[src/rtl/td_pkg.sv]
package td_pkg;

  typedef enum logic [1:0] {
    RES_OK   = 2'd0,
    RES_CRC  = 2'd1,
    RES_TMO  = 2'd2,
    RES_TMO2 = 2'd3
  } td_result_e;

  typedef enum logic [1:0] {
    XT_CTRL = 2'd0,
    XT_ISO  = 2'd1,
    XT_BULK = 2'd2,
    XT_INTR = 2'd3
  } td_xfer_e;

  localparam int CNT_W = 2;

  typedef struct packed {
    logic             active;
    logic [CNT_W-1:0] err_cnt;
    logic             ioc;
    logic             spd;
    logic             stalled;
    logic             crc_to;
  } td_stat_t;

  typedef struct packed {
    logic done;
    logic err_done;
    logic set_end;
    logic short_pkt;
  } td_evt_t;

endpackage

[src/rtl/td_rsp_timer.sv]
module td_rsp_timer #(
  parameter int TMO_BITS = 19
) (
  input  logic clk,
  input  logic rst_n,
  input  logic bit_tick,
  input  logic eop_seen,
  input  logic sop_seen,
  input  logic consume,
  output logic expired
);
  localparam int CW = $clog2(TMO_BITS + 1);
  localparam logic [CW-1:0] LAST = CW'(TMO_BITS - 1);

  logic          waiting_q, waiting_d;
  logic [CW-1:0] cnt_q, cnt_d;
  logic          exp_q, exp_d;

  // next state
  always_comb begin
    waiting_d = waiting_q;
    cnt_d     = cnt_q;
    exp_d     = exp_q;
    if (consume) exp_d = 1'b0;
    if (eop_seen) begin
      waiting_d = 1'b1;
      cnt_d     = '0;
      exp_d     = 1'b0;
    end else if (sop_seen) begin
      waiting_d = 1'b0;
      cnt_d     = '0;
    end else if (waiting_q && bit_tick) begin
      if (cnt_q == LAST) begin
        waiting_d = 1'b0;
        cnt_d     = '0;
        exp_d     = 1'b1;
      end else begin
        cnt_d = cnt_q + 1'b1;
      end
    end
  end

  // registers
  always_ff @(posedge clk or negedge rst_n) begin
    if (!rst_n) begin
      waiting_q <= 1'b0;
      cnt_q     <= '0;
      exp_q     <= 1'b0;
    end else begin
      waiting_q <= waiting_d;
      cnt_q     <= cnt_d;
      exp_q     <= exp_d;
    end
  end

  assign expired = exp_q;
endmodule

[src/rtl/td_status_next.sv]
module td_status_next
  import td_pkg::*;
#(
  parameter int LEN_W = 11
) (
  input  td_stat_t         cur,
  input  logic [1:0]       outcome,
  input  logic             tmo_pending,
  input  logic             dir_in,
  input  logic [1:0]       xfer_type,
  input  logic [LEN_W-1:0] rx_len,
  input  logic [LEN_W-1:0] max_pkt,
  output td_stat_t         nxt,
  output td_evt_t          evt
);
  logic is_err;
  logic short_hit;
  logic short_type;

  assign is_err     = (outcome != RES_OK) || tmo_pending;
  assign short_type = (xfer_type != XT_ISO);
  assign short_hit  = dir_in && short_type && (rx_len < max_pkt);

  always_comb begin
    nxt = cur;
    evt = '0;
    if (cur.active) begin
      if (is_err) begin
        if (cur.err_cnt == CNT_W'(1)) begin
          nxt.err_cnt  = '0;
          nxt.active   = 1'b0;
          nxt.stalled  = 1'b1;
          nxt.crc_to   = 1'b1;
          evt.err_done = 1'b1;
        end else if (cur.err_cnt != '0) begin
          nxt.err_cnt = cur.err_cnt - 1'b1;
        end
      end else begin
        nxt.active    = 1'b0;
        evt.done      = 1'b1;
        evt.set_end   = short_hit;
        evt.short_pkt = short_hit && cur.spd;
      end
    end
  end
endmodule

[src/rtl/td_status_reg.sv]
module td_status_reg
  import td_pkg::*;
(
  input  logic     clk,
  input  logic     rst_n,
  input  logic     load,
  input  td_stat_t nxt,
  input  td_evt_t  evt,
  output logic     vld,
  output td_stat_t stat,
  output td_evt_t  pulses
);
  td_stat_t stat_q, stat_d;
  td_evt_t  evt_q, evt_d;
  logic     vld_q, vld_d;

  always_comb begin
    stat_d = load ? nxt : stat_q;
    evt_d  = load ? evt : '0;
    vld_d  = load;
  end

  always_ff @(posedge clk or negedge rst_n) begin
    if (!rst_n) begin
      stat_q <= '0;
      evt_q  <= '0;
      vld_q  <= 1'b0;
    end else begin
      stat_q <= stat_d;
      evt_q  <= evt_d;
      vld_q  <= vld_d;
    end
  end

  assign stat   = stat_q;
  assign pulses = evt_q;
  assign vld    = vld_q;
endmodule

[src/rtl/td_status_updater.sv]
module td_status_updater
  import td_pkg::*;
#(
  parameter int LEN_W    = 11,
  parameter int TMO_BITS = 19
) (
  input  logic             clk,
  input  logic             rst_n,
  input  logic             bit_tick,
  input  logic             eop_seen,
  input  logic             sop_seen,
  input  logic             upd_valid,
  input  logic             in_active,
  input  logic [1:0]       in_err_cnt,
  input  logic             in_ioc,
  input  logic             in_spd,
  input  logic             in_stalled,
  input  logic             in_crc_to,
  input  logic [1:0]       outcome,
  input  logic             dir_in,
  input  logic [1:0]       xfer_type,
  input  logic [LEN_W-1:0] rx_len,
  input  logic [LEN_W-1:0] max_pkt,
  output logic             out_valid,
  output logic             out_active,
  output logic [1:0]       out_err_cnt,
  output logic             out_ioc,
  output logic             out_spd,
  output logic             out_stalled,
  output logic             out_crc_to,
  output logic             ev_done,
  output logic             ev_err_done,
  output logic             ev_set_end,
  output logic             ev_short,
  output logic             rsp_timeout
);
  td_stat_t cur, nxt, stat;
  td_evt_t  evt, pulses;
  logic     tmo_pending;

  assign cur = '{active: in_active, err_cnt: in_err_cnt, ioc: in_ioc,
                 spd: in_spd, stalled: in_stalled, crc_to: in_crc_to};

  td_rsp_timer #(.TMO_BITS(TMO_BITS)) u_timer (
    .clk      (clk),
    .rst_n    (rst_n),
    .bit_tick (bit_tick),
    .eop_seen (eop_seen),
    .sop_seen (sop_seen),
    .consume  (upd_valid),
    .expired  (tmo_pending)
  );

  td_status_next #(.LEN_W(LEN_W)) u_next (
    .cur         (cur),
    .outcome     (outcome),
    .tmo_pending (tmo_pending),
    .dir_in      (dir_in),
    .xfer_type   (xfer_type),
    .rx_len      (rx_len),
    .max_pkt     (max_pkt),
    .nxt         (nxt),
    .evt         (evt)
  );

  td_status_reg u_reg (
    .clk    (clk),
    .rst_n  (rst_n),
    .load   (upd_valid),
    .nxt    (nxt),
    .evt    (evt),
    .vld    (out_valid),
    .stat   (stat),
    .pulses (pulses)
  );

  assign out_active  = stat.active;
  assign out_err_cnt = stat.err_cnt;
  assign out_ioc     = stat.ioc;
  assign out_spd     = stat.spd;
  assign out_stalled = stat.stalled;
  assign out_crc_to  = stat.crc_to;
  assign ev_done     = pulses.done;
  assign ev_err_done = pulses.err_done;
  assign ev_set_end  = pulses.set_end;
  assign ev_short    = pulses.short_pkt;
  assign rsp_timeout = tmo_pending;
endmodule

[config.mk]
export PLATFORM = sky130hd
export DESIGN_NAME = td_status_updater
export DESIGN_NICKNAME = d
export VERILOG_FILES = /design/src/rtl/td_pkg.sv /design/src/rtl/td_rsp_timer.sv /design/src/rtl/td_status_next.sv /design/src/rtl/td_status_reg.sv /design/src/rtl/td_status_updater.sv
export SDC_FILE = /design/constraint.sdc
export NUM_CORES = 1
export LEC_CHECK = 0
export ABC_CLOCK_PERIOD_IN_PS = 4400
export BUFFER_PORTS_ARGS = -buffer_cell sky130_fd_sc_hd__buf_2
export CORE_ASPECT_RATIO = 1.25
export CORE_MARGIN = 8
export CORE_UTILIZATION = 45
export DETAILED_ROUTE_END_ITERATION = 12
export GPL_TIMING_DRIVEN = 0
export MAX_ROUTING_LAYER = met4
export PLACE_DENSITY = 0.76
export SLEW_MARGIN = 20
export SYNTH_ARGS = -nofsm -noshare
export SYNTH_HDL_FRONTEND = slang
export SYNTH_HIERARCHICAL = 1
export SYNTH_SLANG_ARGS = --single-unit
[constraint.sdc]
create_clock -name clk -period 4.4 [get_ports clk]
set_input_delay 0.44 -clock clk [delete_from_list [all_inputs] [get_ports clk]]
set_output_delay 0.44 -clock clk [all_outputs]
set_load 0.05 [all_outputs]
# [Yosys cells after proc, flatten, opt, wreduce, memory -nomap -nowiden]
# Cells that the tools add are included.
[word_totals] ff_bits=19 in_bits=40
[op_classes] n_lt_le_gt_ge=1 n_addsub=2 mux=28 n_eq_ne=3 reduce_logical=10
[ops] operator="two-way mux 5 bit" count=4
[ops] operator="two-way mux 1 bit" count=14
[ops] operator="two-way mux 2 bit" count=7
[ops] operator="< comparator 11 bit" count=1
[ops] operator="two-way mux 4 bit" count=2
[ops] operator="nonzero test 3 bit" count=2
[ops] operator="adder 5 x 1 -> 5 bit (second input constant)" count=1
[ops] operator="== test 5 bit (second input constant)" count=1
[ops] operator="logical AND 1 bit" count=4
[ops] operator="nonzero test 2 bit" count=2
[ops] operator="two-way mux 3 bit" count=1
[ops] operator="== test 2 x 1 -> 1 bit (second input constant)" count=1
[ops] operator="!= test 2 x 1 -> 1 bit (second input constant)" count=1
[ops] operator="AND reduction 2 bit" count=1
[ops] operator="subtractor 2 x 1 -> 2 bit (second input constant)" count=1
[ops] operator="logical OR 1 bit" count=1

# [Depth between registers and ports, before layout]
[logic_depth] word_depth=7 ltp_mapped=7 depth_no_buf=7

# [Hierarchy]
# The synthesis kept the hierarchy.
[by_module_without_submodules] module="td_status_reg" n_inst=1 area_each_um2=442.9 cells_each=24 seq_area_each_um2=300.3
[by_module_without_submodules] module="td_status_next" n_inst=1 area_each_um2=427.9 cells_each=51 seq_area_each_um2=0.0
[by_module_without_submodules] module="td_rsp_timer" n_inst=1 area_each_um2=370.4 cells_each=39 seq_area_each_um2=175.2

# [Worst setup path after synthesis]
# OpenSTA, ideal clock, no wires.
[synth_timing] path_kind="register to register" startpoint="reg u_timer.exp_q, in the netlist u_timer/expired" endpoint="reg u_reg.stat_q, in the netlist u_reg/stat[4]" t_arrival_ps=1543 required_ps=4275 path_buffers=0 period_less_slack_ps=1669 path_slack_ps=2731 stages_incl_launch_ff=5 cell_sequence="dfrtp_1 > o31ai_4 > nor2_1 > mux2_2 > mux2_4"
[synth_rtl] item="from (decl)" line="td_rsp_timer.sv:17" text="logic exp_q, exp_d;"
[synth_rtl] item="from (signal assigned)" line="td_rsp_timer.sv:52" text="exp_q <= exp_d;"
[synth_rtl] item="to (signal assigned)" line="td_status_reg.sv:29" text="stat_q <= stat_d;"
[synth_rtl] item="to (decl)" line="td_status_reg.sv:13" text="td_stat_t stat_q, stat_d;"

# [Worst setup path in the final report]
[layout_timing] startpoint="reg u_timer.cnt_q[0]" endpoint="reg u_timer.cnt_q[3]"
[layout_via] elab_chain_len=5 word_cells_on_any_way=6 classes_between="add/sub (1); eq/ne (1); mux (4)"
[layout_lines] item="from (decl)" line="td_rsp_timer.sv:16" text="logic [CW-1:0] cnt_q, cnt_d;"
[layout_lines] item="from (signal assigned)" line="td_rsp_timer.sv:51" text="cnt_q <= cnt_d;"
[layout_lines] item="adder 5 x 1 -> 5 bit or == test 5 bit (tied branches)" line="td_rsp_timer.sv:38, td_rsp_timer.sv:33"
[layout_lines] item="two-way mux 5 bit (*)" line="td_rsp_timer.sv:33" text="if (cnt_q == LAST) begin"
[layout_lines] item="two-way mux 5 bit (*)" line="td_rsp_timer.sv:32" text="end else if (waiting_q && bit_tick) begin"
[layout_lines] item="two-way mux 5 bit (*)" line="td_rsp_timer.sv:29" text="end else if (sop_seen) begin"
[layout_lines] item="two-way mux 5 bit (*)" line="td_rsp_timer.sv:25" text="if (eop_seen) begin"
# Every way passes the cells marked *; elsewhere a longest branch is shown, timed or not. The select of a mux whose other input is x is not followed.
# A chain may end at the register's enable or synchronous reset.

==> impl.org <==
** Status
- Outcome :: finished, final reports clean

** STA
- Remaining max-slew budget at the tightest pin :: 0.642
- Worst Tran Pin Value :: 0.530 ns
- In the post-route analysis, the smallest setup slack over all paths is 2.79 ns.
- Setup repair after global routing left no endpoint under its margin.
- Adding up every negative setup slack in the final design gives 0 ns.
- Based on the critical path, the design can be clocked at up to 620 MHz.
- Shortest period the worst path allows :: 1.61 ns
- Setup violators final :: 0
- Of the available clock period, the critical path in the final layout requires 0.367.
- The final count of hold timing violations was 0.
- Clock skew on the completed layout was measured at 0.00349 ns.
- The number of slew-limit violations in the final report was 0.
- Hold timing on the final database bottoms out at a slack of 0.0610 ns.

** Layout
- In the final design database the tool counted 222 nets.
- Of the cells placed in the final design, the portion with a size suffix greater than 1 is 0.491.
- Non-Filler Instances :: 203
- The finished cells cover 1570 um2.
- Total inserted antenna cells :: 0
- From synthesis to final layout, the design area changed by 26.2%.

** Placed design
- Sum of net half-perimeters after detailed placement :: 2360 um
- Final GP Congestion :: 0.787
- Number of placed instances, taps included :: 199
- Place WS :: 2.61 ns
- The placed instances occupy a cell area of 1540 um2.
- In this run the tool buffered the top-level ports with 51 buffer cells.

** Die
- X dimension of the die :: 63.0 um
- Core box area :: 2650 um2
- 53 I/O pins were placed.
- The floorplan step set the die height to 74.7 um.
- The initialized floorplan defines 21 standard-cell rows.
- DIE AREA :: 4710 um2
- For this configuration, the core starts out at a cell density of 0.468.

** Synthesis
- The share of the Yosys chip area taken by registers is 0.383.
- Number of distinct library cell variants in the gate-level netlist after synthesis :: 36
- In this run the cell area of the synthesized design comes to 1240 um2.
- The commonest cells after synthesis are 19 x dfrtp_1, 14 x inv_1, 12 x ha_1.
- Among all cell types in the netlist, the one instantiated most often is dfrtp_1.
- Cell type with the highest aggregate area in the netlist :: dfrtp_1
- By area the synthesized netlist is led by dfrtp_1 38%, ha_1 12%, mux2_4 7.3%.
- Mean instance size in the synthesized netlist :: 10.9 um2
- Synthesis produced a netlist whose cell count is 114.
- Dominant register cell in the synthesized netlist :: dfrtp_1
- After synthesis, the share of flip-flops with an asynchronous set or reset is 1.00.
- Counting flops and latches in the post-synthesis netlist gives 19.
- In this run, synthesis inferred 0 flip-flops with an integrated enable.
- Post-synthesis net count :: 166
- During synthesis, Yosys emitted a total of 6 warnings.
- Synth top area share :: 0.383

** Critical path
- Highest fanout seen on the critical path :: 6
- Data arrival time of the critical path :: 1.83 ns
- Measured in cells, the most critical reg-to-reg path has a length of 5.
- The slowest stage of the critical path belongs to the cell or4_1.
- For the worst setup path, the data required time is 4.62 ns.
- Critical path, cell by cell :: inv_1 > ha_1 > nor4bb_2 > or4_1 > a21oi_1
- WS Path Type :: reg -> reg
- Worst setup EP type :: register
- Stage delay of the slowest cell on the critical path :: 0.52 ns
- Crit start category :: register

** Job
- Max cap viols :: 0

** CTS
- Buffers inserted during clock tree synthesis total 3.
- At the later pin of the worst-skew pair, clock insertion delay measures 0.29 ns.
- Level count of the clock H-tree :: 1
- After clock tree synthesis, the clock-pin slew on the worst setup and hold paths is 0.10 ns.
- Hold repair after CTS inserted 0 buffers.
- Post-CTS setup repair buffer count :: 0
- For this design, the sink count on the clock tree is 19.
- The tree is rooted in a clkbuf_4.
- CTS tree :: done
- Post-cts gate resize count :: 0
- Max Root-Sink Buffers :: 2

** Global route
- For this run the aggregate overflow at the end of global routing stands at 0.
- The number of antenna violations at the first check in global routing was 0.
- First-pass GRT wire length :: 4660 um
- Number of global-route vias before repair :: 1102
- Combined global-route utilization of all metal layers :: 0.123
- Entering global routing, the biggest net connects 20 pins.

** Drt
- The first routing iteration left 40 violations.
- For this block, the routed nets add up to 2710 um of wire.
- Via density per instance :: 5.00
- The pre-antenna-repair detailed-routing pass consisted of 2 iterations.
- Routed wirelength normalized by instance count :: 13.4 um
- The count of nets left with antenna violations once routing finished came out at 0.
- For this run, design rule violations remaining after detail routing come to 0.
- For this block, the via count after detailed routing is 1016.

** Pwr
- Of the total power, registers draw 0.487.
- Total power divided by cell area :: 248 nW/um2
- Internal power :: 265 uW
- In this run the static leakage power is 0.821 nW.
- Clock network fraction of total power :: 0.218
- The analysis attributes to net switching a power of 123 uW.
- Switching Share :: 0.316
- Of the total power, combinational logic draws 0.295.
- Worst ir drop on vdd :: 0.236 mV

** Hold path
- In this run the worst hold path is classified as in -> async.
## sequential cells by signal, indices dropped and copies added, names as in the netlist
signal,cells
u_timer/cnt_q,5
u_reg/vld,1
u_reg/pulses,4
u_reg/stat,7
u_timer/expired,1
u_timer/waiting_q,1
## power groups by stage
stage	registers, mW	logic, mW	clock network, mW
final	0.189	0.114	0.0846
after global routing	0.191	0.124	0.0998
after CTS	0.189	0.116	0.0901
after detailed placement	0.193	0.116	0
after global placement	0.192	0.112	0
after floorplan	0.222	0.0457	0
## cells by family (layout without fill, tap and decap cells)
family | Yosys count | count (layout) | share of synthesized area
AO/OA/AOI/OAI | 18 | 18 | 0.125
adder cells (fa/ha/maj) | 12 | 12 | 0.121
buffers and inverters | 18 | 73 | 0.0665
flip-flops | 19 | 19 | 0.383
multiplexers | 8 | 8 | 0.0907
AND/OR/NAND/NOR | 39 | 39 | 0.214
## final cells by class
cell class / count / area (um2)
Clock inverter: 1 / 5.00
Fill cell: 239 / 1090
Clock buffer: 3 / 22.5
Sequential cell: 19 / 475
Inverter: 14 / 52.6
Timing Repair Buffer: 51 / 255
Tap cell: 34 / 42.5
Buffer: 4 / 30.0
Multi-Input combinational cell: 77 / 683
## metrics by stage
step                      total power, mW   util
after floorplan                     0.267      -
after global placement              0.304  0.580
after detailed placement            0.309  0.580
after CTS                           0.396  0.590
after global routing                0.414  0.590
final                               0.388  0.590
## critical path: cells and delay by family (launching register included)
family / cells / cell delay, ns
compound gates: 1 / 0.15
buf+inv: 1 / 0.06
fa+ha+maj: 1 / 0.19
flops: 1 / 0.42
simple gates: 2 / 0.72
## worst paths after layout
path	from	to	slack, ns
min in group clk	upd_valid	u_reg/vld	0.31
min reg2reg	u_reg/stat[6]	u_reg/stat[6]	0.52
min	rst_n	u_reg/stat[4]	0.06
max	u_timer/cnt_q[0]	u_timer/cnt_q[3]	2.79
max reg2reg	u_timer/cnt_q[0]	u_timer/cnt_q[3]	2.79
max in group asynchronous	rst_n	u_timer/cnt_q[0]	4.05
## placed cells by master (no fill, tap or decap), drive strengths merged, types with 2 or more instances in the layout
| cell | n |
|---|---|
| inv | 14 |
| nor3b | 2 |
| clkbuf | 4 |
| nand3 | 6 |
| buf | 54 |
| nor2 | 6 |
| nand2 | 6 |
| ha | 12 |
| mux2 | 8 |
| o21ai | 3 |
| or3 | 4 |
| a21oi | 6 |
| or2 | 3 |
| dfrtp | 19 |
| and2 | 4 |
## per-layer routing
metal / global-route usage / vias up / part of all wire
met1: 0.112 / 479 / 0.33
met4: 0.0431 / 0 / 0.015
met5: - / - / 0
met2: 0.235 / 23 / 0.59
li1: - / 508 / -
met3: 0.0432 / 6 / 0.058
Power figures use the tool's default switching activity.
